**config.mk**
```make
export PLATFORM = sky130hd
export DESIGN_NAME = bus_cycle_seq
export DESIGN_NICKNAME = d
export VERILOG_FILES = /design/src/rtl/bcs_pkg.sv /design/src/rtl/bcs_be_gen.sv /design/src/rtl/bcs_rd_align.sv /design/src/rtl/bcs_fsm.sv /design/src/rtl/bus_cycle_seq.sv
export SDC_FILE = /design/constraint.sdc
export NUM_CORES = 1
export LEC_CHECK = 0
export CORE_MARGIN = 2
export CORE_UTILIZATION = 44
export CTS_BUF_LIST = sky130_fd_sc_hd__clkbuf_4 sky130_fd_sc_hd__clkbuf_8
export DETAILED_ROUTE_END_ITERATION = 6
export GPL_ROUTABILITY_DRIVEN = 0
export PLACE_DENSITY = 0.85
export REMOVE_ABC_BUFFERS = 1
export SYNTH_ARGS = -nofsm -noshare
export SYNTH_HDL_FRONTEND = slang
export SYNTH_SLANG_ARGS = --single-unit
```
**constraint.sdc**
```tcl
create_clock -name clk -period 2.6 [get_ports clk]
set_input_delay 0.26 -clock clk [delete_from_list [all_inputs] [get_ports clk]]
set_output_delay 0.26 -clock clk [all_outputs]
set_load 0.01 [all_outputs]
```
**src/rtl/bcs_pkg.sv**
```systemverilog
package bcs_pkg;

    typedef enum logic [1:0] {
        ST_IDLE = 2'b00,
        ST_T1   = 2'b01,
        ST_T2   = 2'b10
    } bus_st_e;

endpackage

```
**src/rtl/bcs_be_gen.sv**
```systemverilog
module bcs_be_gen #(
    parameter int DATA_W = 32,
    parameter int SZ_W   = 3,
    localparam int LANES = DATA_W / 8,
    localparam int OFF_W = $clog2(LANES)
) (
    input  logic [OFF_W-1:0]  off,
    input  logic [SZ_W-1:0]   size,
    input  logic [DATA_W-1:0] wdata,
    output logic [LANES-1:0]  be,
    output logic              legal,
    output logic [DATA_W-1:0] wlanes
);

    logic [SZ_W:0] span;
    logic          pow2;
    logic          fits_bus;
    logic          in_dword;

    // one past the highest lane touched
    assign span     = {{(SZ_W+1-OFF_W){1'b0}}, off} + {1'b0, size};
    assign pow2     = (size != '0) && ((size & (size - 1'b1)) == '0);
    assign fits_bus = size <= SZ_W'(LANES);
    assign in_dword = span <= (SZ_W+1)'(LANES);
    assign legal    = pow2 && fits_bus && in_dword;

    for (genvar g = 0; g < LANES; g++) begin : g_lane
        assign be[g] = legal && (OFF_W'(g) >= off) && ((SZ_W+1)'(g) < span);
    end

    // byte k of the request lands on lane off+k
    assign wlanes = wdata << {off, 3'b000};

endmodule

```
**src/rtl/bcs_rd_align.sv**
```systemverilog
module bcs_rd_align #(
    parameter int DATA_W = 32,
    localparam int LANES = DATA_W / 8,
    localparam int OFF_W = $clog2(LANES)
) (
    input  logic [DATA_W-1:0] rdata,
    input  logic [LANES-1:0]  be,
    input  logic [OFF_W-1:0]  off,
    output logic [DATA_W-1:0] rj
);

    logic [DATA_W-1:0] masked;

    for (genvar g = 0; g < LANES; g++) begin : g_mask
        assign masked[g*8 +: 8] = be[g] ? rdata[g*8 +: 8] : 8'h00;
    end

    assign rj = masked >> {off, 3'b000};

endmodule

```
**src/rtl/bcs_fsm.sv**
```systemverilog
module bcs_fsm
    import bcs_pkg::*;
(
    input  logic    clk,
    input  logic    rst_n,
    input  logic    req_valid,
    input  logic    req_legal,
    input  logic    rdy_n,
    output bus_st_e st,
    output logic    accept,
    output logic    take,
    output logic    reject,
    output logic    last_t2
);

    bus_st_e st_nx;

    always_ff @(posedge clk) begin
        if (!rst_n) begin
            st <= ST_IDLE;
        end else begin
            st <= st_nx;
        end
    end

    always_comb begin
        last_t2 = (st == ST_T2) && !rdy_n;
        accept  = (st == ST_IDLE) || last_t2;
        take    = accept && req_valid && req_legal;
        reject  = accept && req_valid && !req_legal;
        st_nx   = st;
        unique case (st)
            ST_IDLE: st_nx = take ? ST_T1 : ST_IDLE;
            ST_T1:   st_nx = ST_T2;
            ST_T2: begin
                if (rdy_n) begin
                    st_nx = ST_T2;
                end else begin
                    st_nx = take ? ST_T1 : ST_IDLE;
                end
            end
            default: st_nx = ST_IDLE;
        endcase
    end

endmodule

```
**src/rtl/bus_cycle_seq.sv**
```systemverilog
module bus_cycle_seq
    import bcs_pkg::*;
#(
    parameter int ADDR_W    = 32,
    parameter int DATA_W    = 32,
    parameter int IO_ADDR_W = 16,
    parameter int SZ_W      = 3,
    localparam int LANES    = DATA_W / 8,
    localparam int OFF_W    = $clog2(LANES)
) (
    input  logic                    clk,
    input  logic                    rst_n,
    input  logic                    req_valid,
    input  logic                    req_write,
    input  logic                    req_io,
    input  logic                    req_data,
    input  logic [ADDR_W-1:0]       req_addr,
    input  logic [SZ_W-1:0]         req_size,
    input  logic [DATA_W-1:0]       req_wdata,
    output logic                    req_accept,
    output logic                    req_err,
    output logic                    rsp_done,
    output logic [DATA_W-1:0]       rsp_rdata,
    output logic [ADDR_W-1:OFF_W]   bus_addr,
    output logic [LANES-1:0]        bus_be_n,
    output logic                    bus_mio,
    output logic                    bus_dat_ctl,
    output logic                    bus_wr,
    output logic                    bus_strobe_n,
    input  logic                    bus_ready_n,
    output logic [DATA_W-1:0]       bus_dout,
    output logic                    bus_doe,
    input  logic [DATA_W-1:0]       bus_din
);

    bus_st_e st_q;
    logic    take;
    logic    reject;
    logic    last_t2;
    logic    req_legal;

    logic [LANES-1:0]  req_be;
    logic [DATA_W-1:0] req_wlanes;
    logic [ADDR_W-1:0] addr_eff;
    logic [DATA_W-1:0] rd_rj;

    // latched cycle fields
    logic [ADDR_W-1:OFF_W] cyc_addr;
    logic [LANES-1:0]      cyc_be;
    logic [OFF_W-1:0]      cyc_off;
    logic                  cyc_mem;
    logic                  cyc_dat;
    logic                  cyc_wr;
    logic [DATA_W-1:0]     cyc_wdata;

    logic              done_q;
    logic              err_q;
    logic [DATA_W-1:0] rdata_q;

    bcs_fsm u_fsm (
        .clk       (clk),
        .rst_n     (rst_n),
        .req_valid (req_valid),
        .req_legal (req_legal),
        .rdy_n     (bus_ready_n),
        .st        (st_q),
        .accept    (req_accept),
        .take      (take),
        .reject    (reject),
        .last_t2   (last_t2)
    );

    bcs_be_gen #(.DATA_W(DATA_W), .SZ_W(SZ_W)) u_be (
        .off    (req_addr[OFF_W-1:0]),
        .size   (req_size),
        .wdata  (req_wdata),
        .be     (req_be),
        .legal  (req_legal),
        .wlanes (req_wlanes)
    );

    bcs_rd_align #(.DATA_W(DATA_W)) u_rd (
        .rdata (bus_din),
        .be    (cyc_be),
        .off   (cyc_off),
        .rj    (rd_rj)
    );

    // I/O space is narrower than memory space: clear the upper bits
    always_comb begin
        addr_eff = req_addr;
        if (req_io) begin
            addr_eff[ADDR_W-1:IO_ADDR_W] = '0;
        end
    end

    always_ff @(posedge clk) begin
        if (!rst_n) begin
            cyc_addr  <= '0;
            cyc_be    <= '0;
            cyc_off   <= '0;
            cyc_mem   <= 1'b1;
            cyc_dat   <= 1'b1;
            cyc_wr    <= 1'b0;
            cyc_wdata <= '0;
            done_q    <= 1'b0;
            err_q     <= 1'b0;
            rdata_q   <= '0;
        end else begin
            done_q <= last_t2;
            err_q  <= reject;
            if (last_t2 && !cyc_wr) begin
                rdata_q <= rd_rj;
            end
            if (take) begin
                cyc_addr  <= addr_eff[ADDR_W-1:OFF_W];
                cyc_be    <= req_be;
                cyc_off   <= req_addr[OFF_W-1:0];
                cyc_mem   <= !req_io;
                cyc_dat   <= req_data;
                cyc_wr    <= req_write;
                cyc_wdata <= req_wlanes;
            end
        end
    end

    // output decode
    always_comb begin
        bus_addr     = cyc_addr;
        bus_mio      = cyc_mem;
        bus_dat_ctl  = cyc_dat;
        bus_wr       = cyc_wr;
        bus_dout     = cyc_wdata;
        bus_strobe_n = 1'b1;
        bus_be_n     = '1;
        bus_doe      = 1'b0;
        unique case (st_q)
            ST_IDLE: begin
                bus_strobe_n = 1'b1;
            end
            ST_T1: begin
                bus_strobe_n = 1'b0;
                bus_be_n     = ~cyc_be;
            end
            ST_T2: begin
                bus_be_n = ~cyc_be;
                bus_doe  = cyc_wr;
            end
            default: begin
                bus_strobe_n = 1'b1;
            end
        endcase
        rsp_done  = done_q;
        req_err   = err_q;
        rsp_rdata = rdata_q;
    end

endmodule

```
==> metrics.cfg <==
[sta]
fin_ws_ns = 0.268
finalCritPeriodShare = 0.897
rsz0062_at_grt = no
hold_ws_ns = 0.452
relSlewSlack = 0.460
finalHoldViolations = 0
min_period_ns = 2.33
tightest_slew_ns = 0.809
drv_slew = 0
setup-violations-final = 0
maxClockFrequency_ghz = 0.429
finalClockSkew_ns = 0.0102

[placement]
dp_hpwl_um = 11400
port_buffers = 211
pre_cts_ws_ns = -0.119

[setup_path]
reg2reg_depth = 7
r2r_setup_slack_ns = 0.50
r2r-start = u_fsm.st[0]
arrival_ns = 2.61
critical-path-max-stage-delay_ns = 0.49
path_cells = clkdlybuf4s50_1 > ha_1 > fa_1 > o21a_1 > nor3_1 > o22a_1 > and2_4 > buf_12 > mux2i_1
slowest_stage = clkdlybuf4s50_1
crit_path_end_kind = flip-flop
cp_max_fo = 21
timing_worst_setup_path_type = primary input to flip-flop
rr_endpoint = rsp_rdata[8]
required_ns = 2.88
crit_path_start_kind = primary input

[clock_network]
ctsHoldBuffers = 0
path_clk_slew_ns = 0.10
cts_made_buffers = 9
clock-sinks = 107
clockRootBuffer = clkbuf_8
ctsResizeCount = 0
clk_latency_ns = 0.35
cts_tree = built
cts_buffer_depth = 2
h-tree-depth = 3
cts_setup_buffers = 0

[finish]
fillers = 984
area_growth_pct = 44.1
layout-drive-gt1-share = 0.0631
nets = 916
seq_area_um2 = 2140
num_antenna_cells = 0
multi_input_area_um2 = 2840

[synthesis]
synth_edf_count = 0
ys_top_cells_by_area = dfxtp_1, mux2i_1, nand2_1
yosysSeqAreaShare = 0.401
synth_top_cell_by_area = dfxtp_1
netlist_instances = 622
ys.flop_type = dfxtp_1
synth.top_cell.area_share = 0.401
async_flop_share = 0
syn_area_um2 = 5350
yosysWarnings = 0
synth.avg_cell_area_um2 = 8.59
yosys.cell_types.count = 43
ys_seq_elements = 107

[routing]
num_vias = 5304
drc_errors = 0
vias_per_cell = 5.55
drt_first_iter_violations = 505
wirelength_um = 15900
wl_per_cell_um = 16.7
dr.pass1.iters = 5
ant_nets = 0

[pwr]
max-vdd-ir-drop_mv = 0.317
power.total_mw = 3.38
p_leak_nw = 2.74
p_per_area_nw_per_um2 = 438

[min_path]
hold_end = bus_addr[14]
min_delay_path_depth = 3
hold_class = primary input to flip-flop
hold_start = req_addr[14]

[grt]
grt.total_usage = 0.235
grt_overflow = 0
antenna_found_initial = 0
grt_max_degree = 150
grt_pass1_wl_um = 24900
grt_pass1_vias = 5126

[run_status]
outcome = finished, final reports clean

[floorplan]
die_h_um = 114
start_util = 0.449
die_w_um = 114
rows = 40
ioPinCount = 212
core_area_um2 = 11900
dieArea_um2 = 13000

[run]
drv_cap = 0

-- worst max path at each step --
stage / to / from / slack, ns
finish: bus_addr[4] / req_addr[0] / 0.27
global route: bus_addr[4] / req_addr[0] / 0.14
CTS: bus_addr[4] / req_addr[0] / 0.27
detailed placement: bus_addr[4] / req_addr[0] / -0.12
global placement: bus_addr[8] / req_addr[0] / -0.01
floorplan: bus_dout[0] / req_addr[0] / -0.44
-- flip-flops by register name, indices dropped and copies added, names as in the netlist --
signal / flops
bus_wr: 1
rsp_rdata: 32
bus_dout: 32
bus_mio: 1
cyc_off: 2
rsp_done: 1
req_err: 1
u_fsm.st: 2
bus_dat_ctl: 1
bus_addr: 30
cyc_be: 4
-- synthesized netlist by cell type, types with 2 or more instances --
master / number
a21oi_1: 11
buf_12: 4
a21boi_0: 9
dfxtp_1: 107
o21ai_0: 54
nand2_1: 121
nand2b_1: 2
nand4_1: 19
ha_1: 6
o211a_1: 8
nand3_1: 34
mux2i_1: 64
buf_2: 7
inv_1: 4
buf_8: 2
o2111ai_1: 2
buf_1: 4
mux2_2: 8
a22oi_1: 16
a32oi_1: 8
buf_4: 3
nor2_1: 12
nand3b_1: 16
a32o_1: 8
and2_1: 13
clkbuf_1: 43
nor2b_1: 21
-- worst max-delay path, delay by kind of cell --
kind            cells  cell delay, ns
buf+inv             2            0.69
fa+ha+maj           2            0.68
compound gates      2            0.39
simple gates        2            0.35
mux                 1            0.22
-- layer usage --
metal,GRT usage,wire length [um]
met5,0,0
met4,0.0829,363
met3,0.0577,1280
met2,0.396,7780
met1,0.293,6500
-- report_power, final --
| group | switching [mW] | total (mW) | internal, mW |
|---|---|---|---|
| combinational | 0.287 | 0.622 | 0.336 |
| clock | 0.553 | 1.04 | 0.489 |
| sequential | 0.0326 | 1.71 | 1.68 |
-- layout by cell type, fill, tap and decap left out, drive strengths merged, types with 11 or more instances in the layout --
master and instances:
nor2 12, a22oi 16, nor2b 21, nand3b 16
o21ai 55, nand4 19, clkbuf 11, a21oi 11
dfxtp 107, mux2i 64, nand2 121, and2 14
buf 23, clkdlybuf4s50 210, nand3 34
-- through the flow --
stage                util  setup TNS, ns  cell area [um^2]  cells
floorplan               -         -29.53              5000    559
global placement    0.629         -0.241              7500    939
detailed placement  0.629          -3.10              7500    939
CTS                 0.647              0              7700    955
global route        0.647              0              7700    955
finish              0.647              0              7700    955
-- logic make-up (layout without fill, tap and decap cells) --
| logic type | count (synthesis) | after routing | share of synthesized area |
|---|---|---|---|
| mux | 72 | 72 | 0.137 |
| flops | 107 | 107 | 0.401 |
| simple gates | 245 | 245 | 0.223 |
| xor+xnor | 1 | 1 | 0.00164 |
| compound gates | 123 | 123 | 0.153 |
| buf+inv | 67 | 253 | 0.0672 |
| fa+ha+maj | 7 | 7 | 0.0178 |
-- layout make-up --
| type | count | area share |
|---|---|---|
| clock buffer | 11 | 0.0188 |
| clock inverter | 5 | 0.00780 |
| inverter | 4 | 0.00195 |
| multi-input combinational | 448 | 0.369 |
| sequential | 107 | 0.278 |
| tap | 147 | 0.0239 |
| timing repair buffer | 233 | 0.300 |
(Power assumes the default switching activity.)
